==> src/rtl/rxh_pkg.sv <==
package rxh_pkg;

    localparam int BYTE_W     = 8;
    localparam int REG_ADDR_W = 3;

    typedef enum logic [REG_ADDR_W-1:0] {
        ADR_HOLD = 3'd0,
        ADR_IEN  = 3'd1,
        ADR_MCTL = 3'd4,
        ADR_STAT = 3'd5
    } reg_addr_e;

    localparam int IEN_LINE_BIT = 2;
    localparam int MC_DTR_BIT   = 0;
    localparam int MC_RTS_BIT   = 1;
    localparam int MC_RI_BIT    = 2;
    localparam int MC_OE_BIT    = 3;
    localparam int MC_LOOP_BIT  = 4;

    typedef struct packed {
        logic loop;
        logic irq_oe;
        logic ri_lb;
        logic rts;
        logic dtr;
    } mctl_t;

    typedef struct packed {
        logic       rsv7;
        logic       shift_empty;
        logic       hold_empty;
        logic [2:0] rsv;
        logic       overrun;
        logic       ready;
    } stat_t;

    typedef struct packed {
        logic rd_hold;
        logic rd_stat;
        logic wr_ien;
        logic wr_mctl;
    } host_op_t;

    function automatic host_op_t decode_op(logic rd, logic wr,
                                           logic [REG_ADDR_W-1:0] adr);
        host_op_t op;
        op.rd_hold = rd && (adr == ADR_HOLD);
        op.rd_stat = rd && (adr == ADR_STAT);
        op.wr_ien  = wr && (adr == ADR_IEN);
        op.wr_mctl = wr && (adr == ADR_MCTL);
        return op;
    endfunction

    function automatic mctl_t unpack_mctl(logic [BYTE_W-1:0] w);
        mctl_t m;
        m.dtr    = w[MC_DTR_BIT];
        m.rts    = w[MC_RTS_BIT];
        m.ri_lb  = w[MC_RI_BIT];
        m.irq_oe = w[MC_OE_BIT];
        m.loop   = w[MC_LOOP_BIT];
        return m;
    endfunction

    function automatic stat_t make_status(logic rdy, logic ovr,
                                          logic he, logic se);
        stat_t s;
        s             = '0;
        s.ready       = rdy;
        s.overrun     = ovr;
        s.hold_empty  = he;
        s.shift_empty = se;
        return s;
    endfunction

endpackage

==> src/rtl/rxh_capture.sv <==
module rxh_capture
    import rxh_pkg::*;
(
    input  logic              clk,
    input  logic              rst,
    input  logic              rx_valid,
    input  logic [BYTE_W-1:0] rx_byte,
    input  logic              rd_hold,
    input  logic              rd_stat,
    output logic [BYTE_W-1:0] hold_q,
    output logic              ready_q,
    output logic              ovr_q
);
    logic take;
    logic clash;

    // A byte is accepted when the holder is free or being emptied now.
    assign take  = rx_valid && (!ready_q || rd_hold);
    assign clash = rx_valid && ready_q && !rd_hold;

    always_ff @(posedge clk) begin
        if (rst) begin
            hold_q  <= '0;
            ready_q <= 1'b0;
            ovr_q   <= 1'b0;
        end else begin
            if (take) begin
                hold_q <= rx_byte;
            end
            ready_q <= take || (ready_q && !rd_hold);
            ovr_q   <= clash || (ovr_q && !rd_stat);
        end
    end
endmodule

==> src/rtl/rxh_ctrl_regs.sv <==
module rxh_ctrl_regs
    import rxh_pkg::*;
(
    input  logic              clk,
    input  logic              rst,
    input  logic              wr_ien,
    input  logic              wr_mctl,
    input  logic [BYTE_W-1:0] wdata,
    output logic              ien_line,
    output mctl_t             mctl
);
    always_ff @(posedge clk) begin
        if (rst) begin
            ien_line <= 1'b0;
            mctl     <= '0;
        end else begin
            if (wr_ien) begin
                ien_line <= wdata[IEN_LINE_BIT];
            end
            if (wr_mctl) begin
                mctl <= unpack_mctl(wdata);
            end
        end
    end
endmodule

==> src/rtl/rxh_pins.sv <==
module rxh_pins
    import rxh_pkg::*;
(
    input  mctl_t mctl,
    input  logic  ien_line,
    input  logic  ovr_q,
    input  logic  ri_n_in,
    output logic  dtr_n,
    output logic  rts_n,
    output logic  op2_n,
    output logic  irq_level,
    output logic  irq_oe,
    output logic  loop_en,
    output logic  ri_n_eff
);
    always_comb begin
        dtr_n     = !mctl.dtr;
        rts_n     = !mctl.rts;
        op2_n     = !mctl.irq_oe;
        irq_oe    = mctl.irq_oe;
        irq_level = ovr_q && ien_line;
        loop_en   = mctl.loop;
        ri_n_eff  = mctl.loop ? !mctl.ri_lb : ri_n_in;
    end
endmodule

==> src/rtl/rx_hold_status.sv <==
module rx_hold_status
    import rxh_pkg::*;
(
    input  logic                  clk,
    input  logic                  rst,
    input  logic                  rx_valid,
    input  logic [BYTE_W-1:0]     rx_byte,
    input  logic [REG_ADDR_W-1:0] host_addr,
    input  logic                  host_rd,
    input  logic                  host_wr,
    input  logic [BYTE_W-1:0]     host_wdata,
    output logic [BYTE_W-1:0]     host_rdata,
    input  logic                  tx_hold_empty,
    input  logic                  tx_shift_empty,
    input  logic                  ri_n_in,
    output logic                  dtr_n,
    output logic                  rts_n,
    output logic                  op2_n,
    output logic                  irq_level,
    output logic                  irq_oe,
    output logic                  loop_en,
    output logic                  ri_n_eff
);
    host_op_t          op;
    logic [BYTE_W-1:0] hold_q;
    logic              ready_q;
    logic              ovr_q;
    logic              ien_line;
    mctl_t             mctl;
    stat_t             stat;

    assign op = decode_op(host_rd, host_wr, host_addr);

    rxh_capture u_cap (
        .clk      (clk),
        .rst      (rst),
        .rx_valid (rx_valid),
        .rx_byte  (rx_byte),
        .rd_hold  (op.rd_hold),
        .rd_stat  (op.rd_stat),
        .hold_q   (hold_q),
        .ready_q  (ready_q),
        .ovr_q    (ovr_q)
    );

    rxh_ctrl_regs u_regs (
        .clk      (clk),
        .rst      (rst),
        .wr_ien   (op.wr_ien),
        .wr_mctl  (op.wr_mctl),
        .wdata    (host_wdata),
        .ien_line (ien_line),
        .mctl     (mctl)
    );

    rxh_pins u_pins (
        .mctl      (mctl),
        .ien_line  (ien_line),
        .ovr_q     (ovr_q),
        .ri_n_in   (ri_n_in),
        .dtr_n     (dtr_n),
        .rts_n     (rts_n),
        .op2_n     (op2_n),
        .irq_level (irq_level),
        .irq_oe    (irq_oe),
        .loop_en   (loop_en),
        .ri_n_eff  (ri_n_eff)
    );

    assign stat = make_status(ready_q, ovr_q, tx_hold_empty, tx_shift_empty);

    always_comb begin
        case (host_addr)
            ADR_HOLD: host_rdata = hold_q;
            ADR_STAT: host_rdata = stat;
            default:  host_rdata = '0;
        endcase
    end
endmodule

==> config.mk <==
export PLATFORM = sky130hd
export DESIGN_NAME = rx_hold_status
export DESIGN_NICKNAME = d
export VERILOG_FILES = /design/src/rtl/rxh_pkg.sv /design/src/rtl/rxh_capture.sv /design/src/rtl/rxh_ctrl_regs.sv /design/src/rtl/rxh_pins.sv /design/src/rtl/rx_hold_status.sv
export SDC_FILE = /design/constraint.sdc
export NUM_CORES = 1
export LEC_CHECK = 0
export BUFFER_PORTS_ARGS = -buffer_cell sky130_fd_sc_hd__buf_2
export CAP_MARGIN = 20
export CORE_MARGIN = 3
export CORE_UTILIZATION = 40
export DETAILED_ROUTE_END_ITERATION = 8
export PLACE_DENSITY = 0.68
export REMOVE_ABC_BUFFERS = 1
export SYNTH_ARGS = -nofsm -noshare
export SYNTH_HDL_FRONTEND = slang
export SYNTH_SLANG_ARGS = --single-unit
==> constraint.sdc <==
create_clock -name clk -period 1.02 [get_ports clk]
set_input_delay 0.051 -clock clk [delete_from_list [all_inputs] [get_ports clk]]
set_output_delay 0.051 -clock clk [all_outputs]
set_load 0.005 [all_outputs]
==> reports/metrics.yaml <==
run_status:
  status: "complete, but fails checks"
  failed_checks: "negative setup slack"
global_route:
  grt_pass1_vias: 869
  antenna_found_initial: 0
  grt_first_pass_wirelength_mm: 3.66
  track_usage_pct: 16.8
  overflow: 0
  grt_max_degree: 27
place:
  dp_cells: 174
  gp_congestion: 0.649
  hpwl_mm: 1.74
  dpl_worst_slack_ns: -0.0282
  place.port_buffers: 38
synth:
  netlist_instances: 109
  synth_top_family_by_area: "simple AND/OR/NAND/NOR gates"
  syn-cell-area_um2: 953
  yosysUniqueCellTypes: 22
  synth-compound-area-share_pct: 17.7
  synthMuxAreaShare_pct: 7.35
  avgSynthCellArea_um2: 8.75
  synthAdderAreaFrac_pct: 0
  synth-seq-cells: 16
  yosysWarnings: 0
  synth_xor_area_share_pct: 0
  seq_area_frac_synth_pct: 33.6
  synthSimpleGateAreaFrac_pct: 33.3
routing:
  viasPerCell: 5.40
  wl_per_cell_um: 13.4
  first_iter_violations: 18
  drc: 0
  vias: 966
  ant_nets: 0
  firstDrtPassIters: 4
  wl_mm: 2.39
worst_setup_path:
  r2r.worst_path.cells: 4
  startpoint_type: "flop"
  critPathSlowestCell: "dfxtp_2"
  crit_path_cell_trace: "buf_6, a22oi_2, nor2_1, buf_2"
  crit_fanout: 2
  r2r-end: "u_cap.hold_q[1]"
  rrSetupSlack_ns: 0.04
  cp_data_required_time_ns: 0.97
  slowest_delay_ns: 0.34
  crit_path_end_kind: "output port"
  critical_path_class: "reg2out"
  r2r_start: "u_cap.ready_q"
  cp_data_arrival_time_ns: 1.01
clock_tree:
  clockRootBuffer: "clkbuf_4"
  clock_latency_ns: 0.28
  cts_sinks: 16
  h-tree-depth: 1
  clk_pin_slew_ns: 0.09
  clockBufferDepth: 2
  cts_made_buffers: 3
  holdBufCountCts: 0
  cts_tree: "built"
timing:
  timing.final.ws_setup_ns: -0.0400
  setup_viol: 1
  worst_slew_pin_slew_ns: 0.379
  skew_ns: 0.00374
  hold_viol: 0
  fin_crit_sh_pct: 104
  grt_setup_unrepaired: "yes"
  fmax_ghz: 0.943
  slew-limit-headroom_pct: 74.7
  period_needed_ns: 1.06
  slew_violations: 0
final_layout:
  final_nets: 179
  area_growth_pct: 38.8
  multi_input_area_um2: 609
  ff_latch_area_um2: 327
  stdcell_count: 179
  fillers: 201
  antenna-diode-count: 0
  drive_above_1_share_pct: 45.0
floorplanning:
  die_width_um: 54.8
  initial_core_util_pct: 42.7
  row_count: 17
  boundaryPins: 42
  die_area_um2: 3010
  chipHeight_um: 54.8
  design.core.area_um2: 2230
pwr:
  ir_drop_mv: 0.930
  p_leak_nw: 0.525
  p_sw_w: 0.000364
  switching_share_pct: 26.1
  seqPwrFrac_pct: 49.3
  cellPowerDensity_nw_per_um2: 1060
  combPwrFrac_pct: 21.2
  internal_power_w: 0.00103
  power.share.clock_pct: 29.5
hold_path:
  min_from: "rx_byte[4]"
  whs_endpoint: "u_cap.hold_q[4]"
  hold_path.class: "in2reg"
  hold_depth: 3
job:
  drv_cap: 0
## power by group through the flow
stage,Combinational (W),Clock (W),Sequential [W]
detailed placement,0.000262,0,0.000699
CTS,0.000272,0.000421,0.000688
global placement,0.000253,0,0.000697
global route,0.000327,0.000451,0.000696
finish,0.000296,0.000412,0.000689
floorplan,0.000103,0,0.000697
## state kept, by name, indices dropped and copies added (netlist names)
| name | cells |
|---|---|
| u_regs.ien_line | 1 |
| u_cap.ready_q | 1 |
| u_cap.ovr_q | 1 |
| u_regs.mctl | 5 |
| u_cap.hold_q | 8 |
## critical path, delay by kind of cell, from the launching register on
kind            cells  cell delay [ns]
simple gates        1             0.06
compound gates      1             0.10
flops               1             0.34
buf+inv             2             0.23
## synth_stat cells, drive strengths merged
master,count,area (um^2)
buf,6,42.5
clkbuf,4,15.0
o311ai,8,70.1
o2bb2ai,1,8.76
nor3b,8,60.1
nor2,12,47.6
and4bb,2,25.0
dfxtp,16,320
nor3,1,5.00
o21ba,1,10.0
inv,4,15.0
nand2,9,33.8
nor2b,1,6.26
a31oi,8,50.1
nand4b,9,78.8
a22oi,4,30.0
nor4b,1,23.8
and2,6,37.5
mux2i,7,70.1
clkinv,1,3.75
## cell type report
| cell class | instances | area share [%] |
|---|---|---|
| sequential | 16 | 24.7 |
| inverter | 5 | 1.42 |
| multi-input combinational | 78 | 46.0 |
| timing repair buffer | 48 | 22.5 |
| tap | 28 | 2.65 |
| clock buffer | 4 | 2.74 |
## worst max-delay path by stage
stage	from	slack, ns	to
final	u_cap.ready_q	-0.04	host_rdata[0]
after floorplan	u_cap.ready_q	-0.11	u_cap.hold_q[0]
after global placement	host_addr[2]	0.002	u_cap.ready_q
after detailed placement	host_addr[2]	-0.03	u_cap.hold_q[3]
after global routing	u_cap.ready_q	-0.11	host_rdata[0]
after CTS	u_cap.ready_q	-0.06	host_rdata[0]
## cells in the final DEF, fill, tap and decap left out
cell type / count
a22oi_1: 2
a22oi_2: 2
a31oi_1: 5
a31oi_2: 2
a31oi_4: 1
and2_1: 6
and4bb_2: 2
buf_12: 2
buf_2: 38
buf_4: 6
buf_6: 2
clkbuf_4: 3
clkbuf_8: 1
clkinv_1: 1
dfxtp_1: 11
dfxtp_2: 5
inv_1: 4
mux2i_1: 7
nand2_1: 9
nand4b_1: 9
nor2_1: 11
nor2_2: 1
nor2b_1: 1
nor3_1: 1
nor3b_1: 8
nor4b_4: 1
o21ba_1: 1
o2bb2ai_1: 1
o311ai_1: 6
o311ai_2: 2
## cells by family after synthesis
family,count (synthesis)
buffers and inverters,15
flip-flops,16
AO/OA/AOI/OAI,22
AND/OR/NAND/NOR,49
multiplexers,7
## routing by layer
metal | GRT usage [%] | vias to the layer above | routed length [um]
met4 | 7.05 | 0 | 26
met3 | 3.27 | 4 | 151
met1 | 19.9 | 443 | 1050
li1 | - | 487 | -
met5 | 0 | - | 0
met2 | 29.1 | 32 | 1170
## metrics by stage
| step | total power (W) | TNS [ns] | hold WS, ns | instance area [um^2] | util (%) |
|---|---|---|---|---|---|
| global placement | 0.000950 | 0 | 0.292 | 1210 | 54.3 |
| finish | 0.00140 | -0.0400 | 0.00704 | 1320 | 59.3 |
| detailed placement | 0.000961 | -0.0797 | 0.316 | 1210 | 54.3 |
| floorplan | 0.000800 | -0.912 | 0.123 | 896 | - |
| CTS | 0.00138 | -0.0563 | 0.0129 | 1270 | 56.9 |
| global route | 0.00147 | -0.516 | 0.0159 | 1320 | 59.3 |
## what timing repair did
| action | in CTS | in global routing |
|---|---|---|
| pin swaps | 2 | 1 |
| setup endpoints to repair | 4 | 12 |
| resized for setup | 7 | 15 |
| buffers inserted | 1 | 0 |
Power figures use the tool's default switching activity.
